[config.mk]
export PLATFORM = sky130hd
export DESIGN_NAME = pwm_phase_timer
export DESIGN_NICKNAME = d
export VERILOG_FILES = /design/src/rtl/pwm_pkg.sv /design/src/rtl/pwm_prescaler.sv /design/src/rtl/pwm_updown_counter.sv /design/src/rtl/pwm_waveform.sv /design/src/rtl/pwm_ovf_flag.sv /design/src/rtl/pwm_phase_timer.sv
export SDC_FILE = /design/constraint.sdc
export NUM_CORES = 1
export LEC_CHECK = 0
export ABC_AREA = 1
export BUFFER_PORTS_ARGS = -buffer_cell sky130_fd_sc_hd__clkbuf_2
export CORE_MARGIN = 2
export CORE_UTILIZATION = 55
export DETAILED_ROUTE_END_ITERATION = 6
export PLACE_DENSITY = 0.74
export SYNTH_ARGS = -nofsm -noshare
export SYNTH_HDL_FRONTEND = slang
export SYNTH_SLANG_ARGS = --single-unit
[constraint.sdc]
create_clock -name clk -period 2.4 [get_ports clk]
set_input_delay 0.48 -clock clk [delete_from_list [all_inputs] [get_ports clk]]
set_output_delay 0.48 -clock clk [all_outputs]
set_load 0.01 [all_outputs]
[src/rtl/pwm_pkg.sv]
package pwm_pkg;

    // Width of the free-running divider; must cover the largest division (1024).
    localparam int unsigned DIV_W_MIN = 10;

    // Divider selection codes.
    typedef enum logic [2:0] {
        DIV_1    = 3'd0,
        DIV_8    = 3'd1,
        DIV_64   = 3'd2,
        DIV_256  = 3'd3,
        DIV_1024 = 3'd4
    } div_sel_e;

    // Count direction for the next step.
    typedef enum logic {
        DIR_RISE = 1'b0,
        DIR_FALL = 1'b1
    } dir_e;

    // Events produced by the counter for the edge that ends this cycle.
    typedef struct packed {
        logic step;      // the count moves at this edge
        logic at_top;    // the count becomes TOP at this edge
        logic at_bottom; // the count becomes zero at this edge
        logic rising;    // the step moves the count upward
    } step_ev_t;

    // Number of low divider bits that must be all ones to release a step.
    function automatic int unsigned div_shift(input logic [2:0] sel);
        case (sel)
            DIV_1:   return 0;
            DIV_8:   return 3;
            DIV_64:  return 6;
            DIV_256: return 8;
            default: return 10;
        endcase
    endfunction

    // Next non-inverted level for one step.
    //   eff     : threshold in force for this step
    //   nxt     : count value after the step
    //   hold_lv : current level
    function automatic logic next_level(
        input logic        at_top,
        input logic        rising,
        input logic        eff_is_top,
        input logic        eff_is_bottom,
        input logic        hit,
        input logic        hold_lv
    );
        if (eff_is_top)         return 1'b1;   // steady high
        else if (eff_is_bottom) return 1'b0;   // steady low
        else if (at_top)        return 1'b0;   // forced rising-leg level
        else if (hit)           return rising ? 1'b0 : 1'b1;
        else                    return hold_lv;
    endfunction

endpackage

[src/rtl/pwm_prescaler.sv]
module pwm_prescaler
    import pwm_pkg::*;
#(
    parameter int unsigned DIV_W = 10
) (
    input  logic       clk,
    input  logic       rst,
    input  logic [2:0] div_sel,
    output logic       tick
);
    logic [DIV_W-1:0] div_q;
    logic [31:0]      mask_full;
    logic [DIV_W-1:0] mask;

    always_comb begin
        mask_full = (32'd1 << div_shift(div_sel)) - 32'd1;
        mask      = mask_full[DIV_W-1:0];
        tick      = ((div_q & mask) == mask);
    end

    always_ff @(posedge clk) begin
        if (rst) div_q <= '0;
        else     div_q <= div_q + 1'b1;
    end

    // undivided code releases a step every cycle.
    p_every_cycle_r1: assert property (@(posedge clk) disable iff (rst)
        (div_sel == DIV_1) |-> tick);

    // with divide-by-8 held, two steps are never adjacent.
    p_no_adjacent_r1: assert property (@(posedge clk) disable iff (rst)
        (div_sel == DIV_8 && $past(div_sel) == DIV_8 && $past(tick)) |-> !tick);

endmodule

[src/rtl/pwm_updown_counter.sv]
module pwm_updown_counter
    import pwm_pkg::*;
#(
    parameter int unsigned CNT_W = 8
) (
    input  logic             clk,
    input  logic             rst,
    input  logic             tick,
    output logic [CNT_W-1:0] cnt_nxt,
    output step_ev_t         ev
);
    localparam logic [CNT_W-1:0] TOP    = '1;
    localparam logic [CNT_W-1:0] BOTTOM = '0;

    logic [CNT_W-1:0] cnt_q;
    dir_e             dir_q, dir_n;

    always_comb begin
        cnt_nxt = cnt_q;
        dir_n   = dir_q;
        if (dir_q == DIR_RISE) begin
            if (cnt_q == TOP) begin
                cnt_nxt = TOP - 1'b1;
                dir_n   = DIR_FALL;
            end else begin
                cnt_nxt = cnt_q + 1'b1;
            end
        end else begin
            if (cnt_q == BOTTOM) begin
                cnt_nxt = BOTTOM + 1'b1;
                dir_n   = DIR_RISE;
            end else begin
                cnt_nxt = cnt_q - 1'b1;
            end
        end
        ev.step      = tick;
        ev.at_top    = tick && (cnt_nxt == TOP);
        ev.at_bottom = tick && (cnt_nxt == BOTTOM);
        ev.rising    = (cnt_nxt > cnt_q);
    end

    always_ff @(posedge clk) begin
        if (rst) begin
            cnt_q <= BOTTOM;
            dir_q <= DIR_RISE;
        end else if (tick) begin
            cnt_q <= cnt_nxt;
            dir_q <= dir_n;
        end
    end

    // without a step the count holds.
    p_hold_r1: assert property (@(posedge clk) disable iff (rst)
        !tick |=> $stable(cnt_q));

    // each step moves the count by exactly one.
    p_unit_step_r2: assert property (@(posedge clk) disable iff (rst)
        tick |=> (cnt_q == $past(cnt_q) + 1'b1) || (cnt_q == $past(cnt_q) - 1'b1));

    // the count turns around at the top.
    p_turn_top_r2: assert property (@(posedge clk) disable iff (rst)
        (tick && cnt_q == TOP) |=> (cnt_q == TOP - 1'b1));

    // the count turns around at zero.
    p_turn_bottom_r2: assert property (@(posedge clk) disable iff (rst)
        (tick && cnt_q == BOTTOM) |=> (cnt_q == BOTTOM + 1'b1));

endmodule

[src/rtl/pwm_waveform.sv]
module pwm_waveform
    import pwm_pkg::*;
#(
    parameter int unsigned CNT_W = 8
) (
    input  logic             clk,
    input  logic             rst,
    input  step_ev_t         ev,
    input  logic [CNT_W-1:0] cnt_nxt,
    input  logic [CNT_W-1:0] cmp_in,
    input  logic             invert,
    output logic             pwm_out
);
    localparam logic [CNT_W-1:0] TOP    = '1;
    localparam logic [CNT_W-1:0] BOTTOM = '0;

    logic [CNT_W-1:0] hold_q;
    logic [CNT_W-1:0] act_q;
    logic [CNT_W-1:0] eff;
    logic             lvl_q, lvl_n;

    always_comb begin
        eff   = ev.at_top ? hold_q : act_q;
        lvl_n = lvl_q;
        if (ev.step) begin
            lvl_n = next_level(ev.at_top, ev.rising,
                               eff == TOP, eff == BOTTOM,
                               cnt_nxt == eff, lvl_q);
        end
    end

    always_ff @(posedge clk) begin
        if (rst) begin
            hold_q <= '0;
            act_q  <= '0;
            lvl_q  <= 1'b0;
        end else begin
            hold_q <= cmp_in;
            if (ev.at_top) act_q <= hold_q;
            lvl_q <= lvl_n;
        end
    end

    assign pwm_out = lvl_q ^ invert;

    // threshold zero gives a low level.
    p_floor_low_r4: assert property (@(posedge clk) disable iff (rst)
        (ev.step && eff == BOTTOM) |=> !lvl_q);

    // threshold TOP gives a high level.
    p_ceiling_high_r4: assert property (@(posedge clk) disable iff (rst)
        (ev.step && eff == TOP) |=> lvl_q);

    // reaching the top forces the rising-leg level for inner thresholds.
    p_top_force_r7: assert property (@(posedge clk) disable iff (rst)
        (ev.at_top && hold_q != TOP && hold_q != BOTTOM) |=> !lvl_q);

    // the active threshold changes only at the top.
    p_load_at_top_r6: assert property (@(posedge clk) disable iff (rst)
        !$stable(act_q) |-> $past(ev.at_top));

    // at zero an inner threshold has already raised the level.
    p_high_at_bottom_r3: assert property (@(posedge clk) disable iff (rst)
        (ev.at_bottom && act_q != TOP && act_q != BOTTOM) |=> lvl_q);

endmodule

[src/rtl/pwm_ovf_flag.sv]
module pwm_ovf_flag (
    input  logic clk,
    input  logic rst,
    input  logic at_bottom,
    input  logic clr,
    output logic flag
);
    always_ff @(posedge clk) begin
        if (rst)            flag <= 1'b0;
        else if (at_bottom) flag <= 1'b1;
        else if (clr)       flag <= 1'b0;
    end

    // reaching zero always leaves the flag set, clear or not.
    p_set_wins_r8: assert property (@(posedge clk) disable iff (rst)
        at_bottom |=> flag);

    // the flag stays set without a clear.
    p_sticky_r8: assert property (@(posedge clk) disable iff (rst)
        (flag && !clr) |=> flag);

endmodule

[src/rtl/pwm_phase_timer.sv]
module pwm_phase_timer
    import pwm_pkg::*;
#(
    parameter int unsigned CNT_W = 8,
    parameter int unsigned DIV_W = DIV_W_MIN
) (
    input  logic             clk,
    input  logic             rst,
    input  logic [2:0]       div_sel,
    input  logic [CNT_W-1:0] cmp_in,
    input  logic             invert,
    output logic             pwm_out,
    output logic             ovf_flag,
    input  logic             ovf_clr
);
    logic             tick;
    logic [CNT_W-1:0] cnt_nxt;
    step_ev_t         ev;

    pwm_prescaler #(.DIV_W(DIV_W)) u_div (
        .clk     (clk),
        .rst     (rst),
        .div_sel (div_sel),
        .tick    (tick)
    );

    pwm_updown_counter #(.CNT_W(CNT_W)) u_cnt (
        .clk     (clk),
        .rst     (rst),
        .tick    (tick),
        .cnt_nxt (cnt_nxt),
        .ev      (ev)
    );

    pwm_waveform #(.CNT_W(CNT_W)) u_wave (
        .clk     (clk),
        .rst     (rst),
        .ev      (ev),
        .cnt_nxt (cnt_nxt),
        .cmp_in  (cmp_in),
        .invert  (invert),
        .pwm_out (pwm_out)
    );

    pwm_ovf_flag u_flag (
        .clk       (clk),
        .rst       (rst),
        .at_bottom (ev.at_bottom),
        .clr       (ovf_clr),
        .flag      (ovf_flag)
    );

    // during reset the output shows the polarity input alone.
    p_reset_level_r9: assert property (@(posedge clk)
        $past(rst) |-> (pwm_out == invert) || !rst);

endmodule

==> reports/metrics.csv, run 1 <==
metric,value,unit
outcome,"finished, violations left",
violations,setup timing,
fin_crit,2630,ps
leakagePower,1.79,nW
synth_edf_count,0,
power.internal,1.03,mW
seq_area,753,µm²
finClkSkew,4.34,ps
crit_required,2600,ps
p_per_area,383,nW/µm²
synth_area_leaders,"dfxtp_1 28%, nand2_1 14%, inv_1 9.4%",
synth_seq_cells,37,
ant_nets,0,
io_buffers,16,
netlist_top_cells_count,"100 x nand2_1, 65 x inv_1, 55 x nor2_1, 37 x dfxtp_1, 29 x nand3_1",
nFillCells,347,
die_w,72.9,µm
antenna_found_initial,0,
pwr-share-clk,0.393,
clock_sinks,37,
drt_iter0_drc,293,
grt-ovfl-total,0,
die_area,5310,µm²
ys.flop_type,dfxtp_1,
setup_viol,1,
grt_pass1_wl,12.8,mm
via_per_inst,5.36,
share_seq_of_total_power,0.462,
worstPathMaxFanout,6,
worst_slack,-234,ps
ys_seq_area_frac,0.284,
clkSlewWorstSetupHoldPaths,70,ps
n_antenna_cell,0,
hold_ws,359,ps
drive_above_1_share,0.343,
rsz0062_at_grt,yes,
syn_area,2610,µm²
syn_to_final_growth,38.6,%
grt_max_degree,26,
avgSynthCellArea,6.29,µm²
clockBufferDepth,2,
final_core_util,0.776,
power_frac_comb,0.145,
fmax,380,MHz
syn_inst,415,
yosys.area.top_type_share,0.284,
cts_inserted_buffers,5,
yosys_warnings,0,
crit_top_cell,nand2_1,
crit_chain,ha_4 -> nand2_4 -> nor2_4 -> nand2_4 -> nand2_1 -> nand2_2 -> nand2_4 -> nand2_2 -> nor2_4 -> buf_12 -> nand4_1 -> nand2_2 -> nand2_1 -> nand2_1 -> nand2_1 -> nor2_1 -> nand2_1 -> nand2_1 -> nand3_1 -> nand2_1 -> nor2_1,
start_util,0.560,
post-route-period-util,1.10,
p_sw,0.356,mW
drtPass1Iterations,5,
worst_hold_path_type,in2reg,
finalHoldViolations,0,
critical_path_arrival,2830,ps
end_kind,flop,
critical_path_class,reg2reg,
postCtsHoldBufs,0,
cts_tree,yes,
fin_nets,531,
clock_latency,300,ps
synth_nets,442,
drv_slew,0,
multi_input_area,1720,µm²
drv_cap,0,
peakVddDrop,0.465,mV
routed_wl,7.57,mm
async_flop_share,0,
wl_per_cell,13.5,µm
grt_pass1_vias,2855,
die_y,72.9,µm
synth_top_area_cell,dfxtp_1,
h-tree-depth,2,
io_pins,17,
route.detailed.drc,0,
synth.most_common_cell,nand2_1,
root_buffer,clkbuf_8,
swShare,0.257,
crit_path_start_kind,flop,
grtUsageTotal,0.307,
dp_hpwl,5.36,mm
rows,25,
synth.distinct_cells,32,
slowest_stage,dfxtp_4,
gp_congestion,0.936,
num_vias,2998,
fin_total_pwr,1.38,mW
coreArea,4660,µm²
max_stage_delay,410,ps
-- area by class of cell --
cell class                 instances  share of cell area
inverter                          70              0.0741
timing repair buffer              90               0.192
sequential                        37               0.208
clock inverter                     2              0.0107
multi-input combinational        300               0.476
clock buffer                       6              0.0201
tap                               54              0.0187
-- path summary, 6_finish.rpt --
check,start,end,slack (ps),depth (start not counted)
max,u_cnt.cnt_q[1]$_SDFFE_PP0P_,u_wave.lvl_q$_SDFFE_PP0P_,-230,21
min,cmp_in[3],u_wave.hold_q[3]$_SDFF_PP0_,360,3
max reg2reg,u_cnt.cnt_q[1]$_SDFFE_PP0P_,u_wave.lvl_q$_SDFFE_PP0P_,-230,21
min reg2reg,u_flag.flag$_SDFFE_PP0P_,u_flag.flag$_SDFFE_PP0P_,460,2
-- worst max-delay path, delay by kind of cell (launching register included) --
kind | cells | cell delay [ps]
fa+ha+maj | 1 | 150
buf+inv | 1 | 130
flops | 1 | 410
simple gates | 19 | 1840
-- placed cells by master, fill, tap and decap left out, types with 2 or more instances in the layout --
cell       n
nand3_1   28
ha_4       4
buf_6      2
nand4_1   17
inv_4      2
nor2_4     9
nand2_1   84
nand2_4    9
dfxtp_1   31
nor3_1     5
ha_1       8
dfxtp_4    2
clkbuf_8   5
o21ai_1    4
nor2_1    49
nor2_2    12
o21ai_0   12
inv_2      6
buf_12     4
dfxtp_2    4
nand3_2    3
a21oi_1   22
inv_1     62
buf_4     68
xor2_1     2
nand2_2   21
clkbuf_2  16
-- flip-flops by register name (all words and copies together), names as in the netlist --
name           flops
u_wave.lvl_q       1
u_cnt.cnt_q        8
u_wave.act_q       8
u_div.div_q       10
u_flag.flag        1
u_wave.hold_q      8
u_cnt.dir_q        1
-- per-stage QoR --
| step | setup WS (ps) | std cells | instance area, µm² | TNS (ps) |
|---|---|---|---|---|
| floorplan | 4.32 | 415 | 2660 | 0 |
| global placement | -341 | 535 | 3220 | -341 |
| detailed placement | -433 | 535 | 3220 | -433 |
| CTS | -57.0 | 557 | 3600 | -57.0 |
| global route | -446 | 559 | 3610 | -446 |
| finish | -234 | 559 | 3610 | -234 |
-- layer usage --
metal | track usage | vias up | share of wire
met5 | 0 | - | 0
met4 | 0.121 | 0 | 0.019
met3 | 0.0732 | 18 | 0.060
met2 | 0.510 | 105 | 0.49
met1 | 0.383 | 1390 | 0.43
li1 | - | 1485 | -
-- kinds of logic after synthesis --
logic type | count (synthesis) | share of synthesized area
AO/OA/AOI/OAI | 44 | 0.0897
XOR/XNOR | 3 | 0.0101
adder cells (fa/ha/maj) | 12 | 0.0576
buffers and inverters | 78 | 0.119
flip-flops | 37 | 0.284
other | 1 | 0.00144
AND/OR/NAND/NOR | 240 | 0.438
-- power by group through the flow --
stage          clock, mW  sequential (mW)  combinational [mW]
3_3_place_gp           0            0.653               0.170
2_1_floorplan          0            0.650               0.112
5_1_grt            0.580            0.641               0.225
4_1_cts            0.553            0.639               0.195
6_report           0.544            0.639               0.200
3_5_place_dp           0            0.654               0.178
-- what timing repair did --
item                                    CTS  global route
resized for setup                        37             2
endpoints found under the setup margin    1             1
pin swaps                                33             4
setup buffers                            14             2
Power figures use the tool's default switching activity.
==> run 2, diff against run 1 <==
- PLACE_DENSITY: 0.74 -> 0.72
- SETUP_SLACK_MARGIN: default -> 0.15
==> reports/metrics.csv, run 2 (synthesis results as in run 1) <==
metric,value,unit,change
antenna_found_initial,0,,unchanged
io_buffers,16,,unchanged
finalHoldViolations,0,,unchanged
die_y,72.9,µm,unchanged
crit_chain,buf_6 -> nor2_4 -> nand2_2 -> ha_4 -> nor2_2 -> a21oi_2 -> nand3_2 -> nor2_4 -> nand2_4 -> nor2_4 -> nand3_4 -> nand2_4 -> nand2_4 -> nor2_2 -> nand2_1 -> nor2_2 -> nor2_1 -> nand2_1 -> nand3_2 -> nand2_2 -> nor2_1,,
power.internal,1.01,mW,-1.7%
place_area,3210,µm²,-0.35%
setup_viol,1,,unchanged
root_buffer,clkbuf_8,,
max_stage_delay,260,ps,-150 ps
drv_slew,0,,unchanged
fin_total_pwr,1.36,mW,-1.8%
postCtsHoldBufs,0,,unchanged
worstPathMaxFanout,7,,+1
start_util,0.560,,unchanged
io_pins,17,,unchanged
h-tree-depth,2,,unchanged
clock_sinks,37,,unchanged
num_vias,2813,,-6.2%
finClkSkew,9.65,ps,+5.30 ps
stdcell_area,3530,µm²,-2.4%
clock_latency,290,ps,about the same
p_sw,0.348,mW,-2.3%
route.detailed.drc,0,,unchanged
regMostFlops,u_div.div_q,,
rows,25,,unchanged
syn_to_final_growth,35.3,%,
end_kind,flop,,
critical_path_arrival,2860,ps,+30 ps
cts_inserted_buffers,5,,unchanged
routed_wl,7.04,mm,-7.0%
die_w,72.9,µm,unchanged
crit_path_start_kind,primary input,,
slowest_stage,ha_4,,
clockBufferDepth,2,,unchanged
grt_pass1_wl,11.3,mm,-12%
post-route-period-util,1.11,,+0.0146
fmax,375,MHz,-1.3%
ff2ff_setup_slack,-250,ps,-20 ps
dp_hpwl,5.14,mm,-4.1%
drive_above_1_share,0.342,,-0.00106
cp.buffers_inverters,1,,unchanged
grt_max_degree,26,,unchanged
cts_tree,yes,,
outcome,"finished, violations left",,
coreArea,4660,µm²,unchanged
n_antenna_cell,0,,unchanged
crit_required,2590,ps,about the same
largest_reg_flops,10,,unchanged
wl_per_cell,13.0,µm,-4.3%
power_frac_comb,0.147,,+0.002
p_per_area,385,nW/µm²,+0.55%
stdcell_count,543,,-2.9%
gp_congestion,0.934,,-0.28%
worst_hold_path_type,in2reg,,
violations,setup timing,,
dpl.cell_count,530,,-0.93%
tns,-269,ps,-35.1 ps
pwr-share-clk,0.383,,-0.010
die_area,5310,µm²,unchanged
drv_cap,0,,unchanged
multi_input_area,1790,µm²,+3.8%
cp_top_family,simple AND/OR/NAND/NOR gates,,
fin_nets,515,,-3.0%
share_seq_of_total_power,0.470,,+0.008
clkSlewWorstSetupHoldPaths,80,ps,about the same
seq_area,756,µm²,+0.33%
ant_nets,0,,unchanged
swShare,0.256,,-0.00119
grt-ovfl-total,0,,unchanged
worst_slack,-269,ps,-35.1 ps
final_core_util,0.757,,-0.0183
peakVddDrop,0.300,mV,-35%
via_per_inst,5.18,,-3.4%
critical_path_class,in2reg,,
grtUsageTotal,0.273,,-0.0347
final_cell_mix,"83 x nand2_1, 61 x inv_1, 56 x buf_4",,
drt_iter0_drc,257,,-12%
rsz0062_at_grt,yes,,
drtPass1Iterations,4,,-1
mostFrequentLayoutCell,nand2_1,,
grt_pass1_vias,2602,,-8.9%
leakagePower,1.70,nW,-4.8%
nFillCells,359,,+3.5%
fin_crit,2670,ps,+35.1 ps
==> run 2: cell types whose count changed in the layout (fill, tap and decap cells not counted), moves of 2 or more <==
cell     before  now
buf_12        4    1
nand3_1      28   26
buf_4        68   56
nand2_2      21   18
nand3_2       3    5
nor2_4        9   11
nor2_1       49   46
nand2_4       9   13
==> run 2: cell type report <==
| cell class | count | share of cell area |
|---|---|---|
| Timing Repair Buffer | 74 | 0.152 |
| Clock buffer | 8 | 0.0315 |
| Multi-Input combinational cell | 300 | 0.506 |
| Tap cell | 54 | 0.0191 |
| Sequential cell | 37 | 0.214 |
| Inverter | 70 | 0.0766 |
==> run 2: repair_timing <==
action                                 in CTS  in global routing
buffers inserted                            4                  1
pin swaps                                  24                 24
gates resized for setup                    12                 29
cloned                                      0                  0
endpoints found under the hold margin       0                  0
setup endpoints to repair                   1                  2
==> run 2: through the flow <==
stage,hold slack (ps),setup WS (ps)
global route,358,-402
global placement,452,-354
finish,368,-269
detailed placement,452,-475
floorplan,430,151
CTS,362,-83.0
==> run 2: metal layers <==
metal / GRT usage / vias up / share of wire / wire length (µm)
met2: 0.454 / 81 / 0.48 / 3400
met1: 0.340 / 1263 / 0.43 / 3060
met3: 0.0773 / 7 / 0.071 / 498
met5: 0 / - / 0 / 0
met4: 0.0864 / 0 / 0.011 / 76
li1: - / 1462 / - / -
==> run 2: path summary, 6_finish.rpt <==
path	from	endpoint	cells after the start
worst max register to register	u_cnt.cnt_q[1]$_SDFFE_PP0P_	u_wave.lvl_q$_SDFFE_PP0P_	20
worst min-delay path	cmp_in[7]	u_wave.hold_q[7]$_SDFF_PP0_	3
worst min register to register	u_flag.flag$_SDFFE_PP0P_	u_flag.flag$_SDFFE_PP0P_	2
worst max-delay path	div_sel[2]	u_wave.lvl_q$_SDFFE_PP0P_	21
==> run 2: tightest hold or removal path: cells and delay by family <==
family	cells	cell delay [ps]
and+or+nand+nor	1	30
buffers and inverters	2	120
==> run 2: power by group through the flow <==
| stage | clock, mW | sequential (mW) | combinational, mW |
|---|---|---|---|
| 2_1_floorplan | 0 | 0.649 | 0.116 |
| 3_3_place_gp | 0 | 0.652 | 0.169 |
| 3_5_place_dp | 0 | 0.653 | 0.173 |
| 4_1_cts | 0.535 | 0.638 | 0.186 |
| 5_1_grt | 0.563 | 0.640 | 0.222 |
| 6_report | 0.520 | 0.638 | 0.200 |
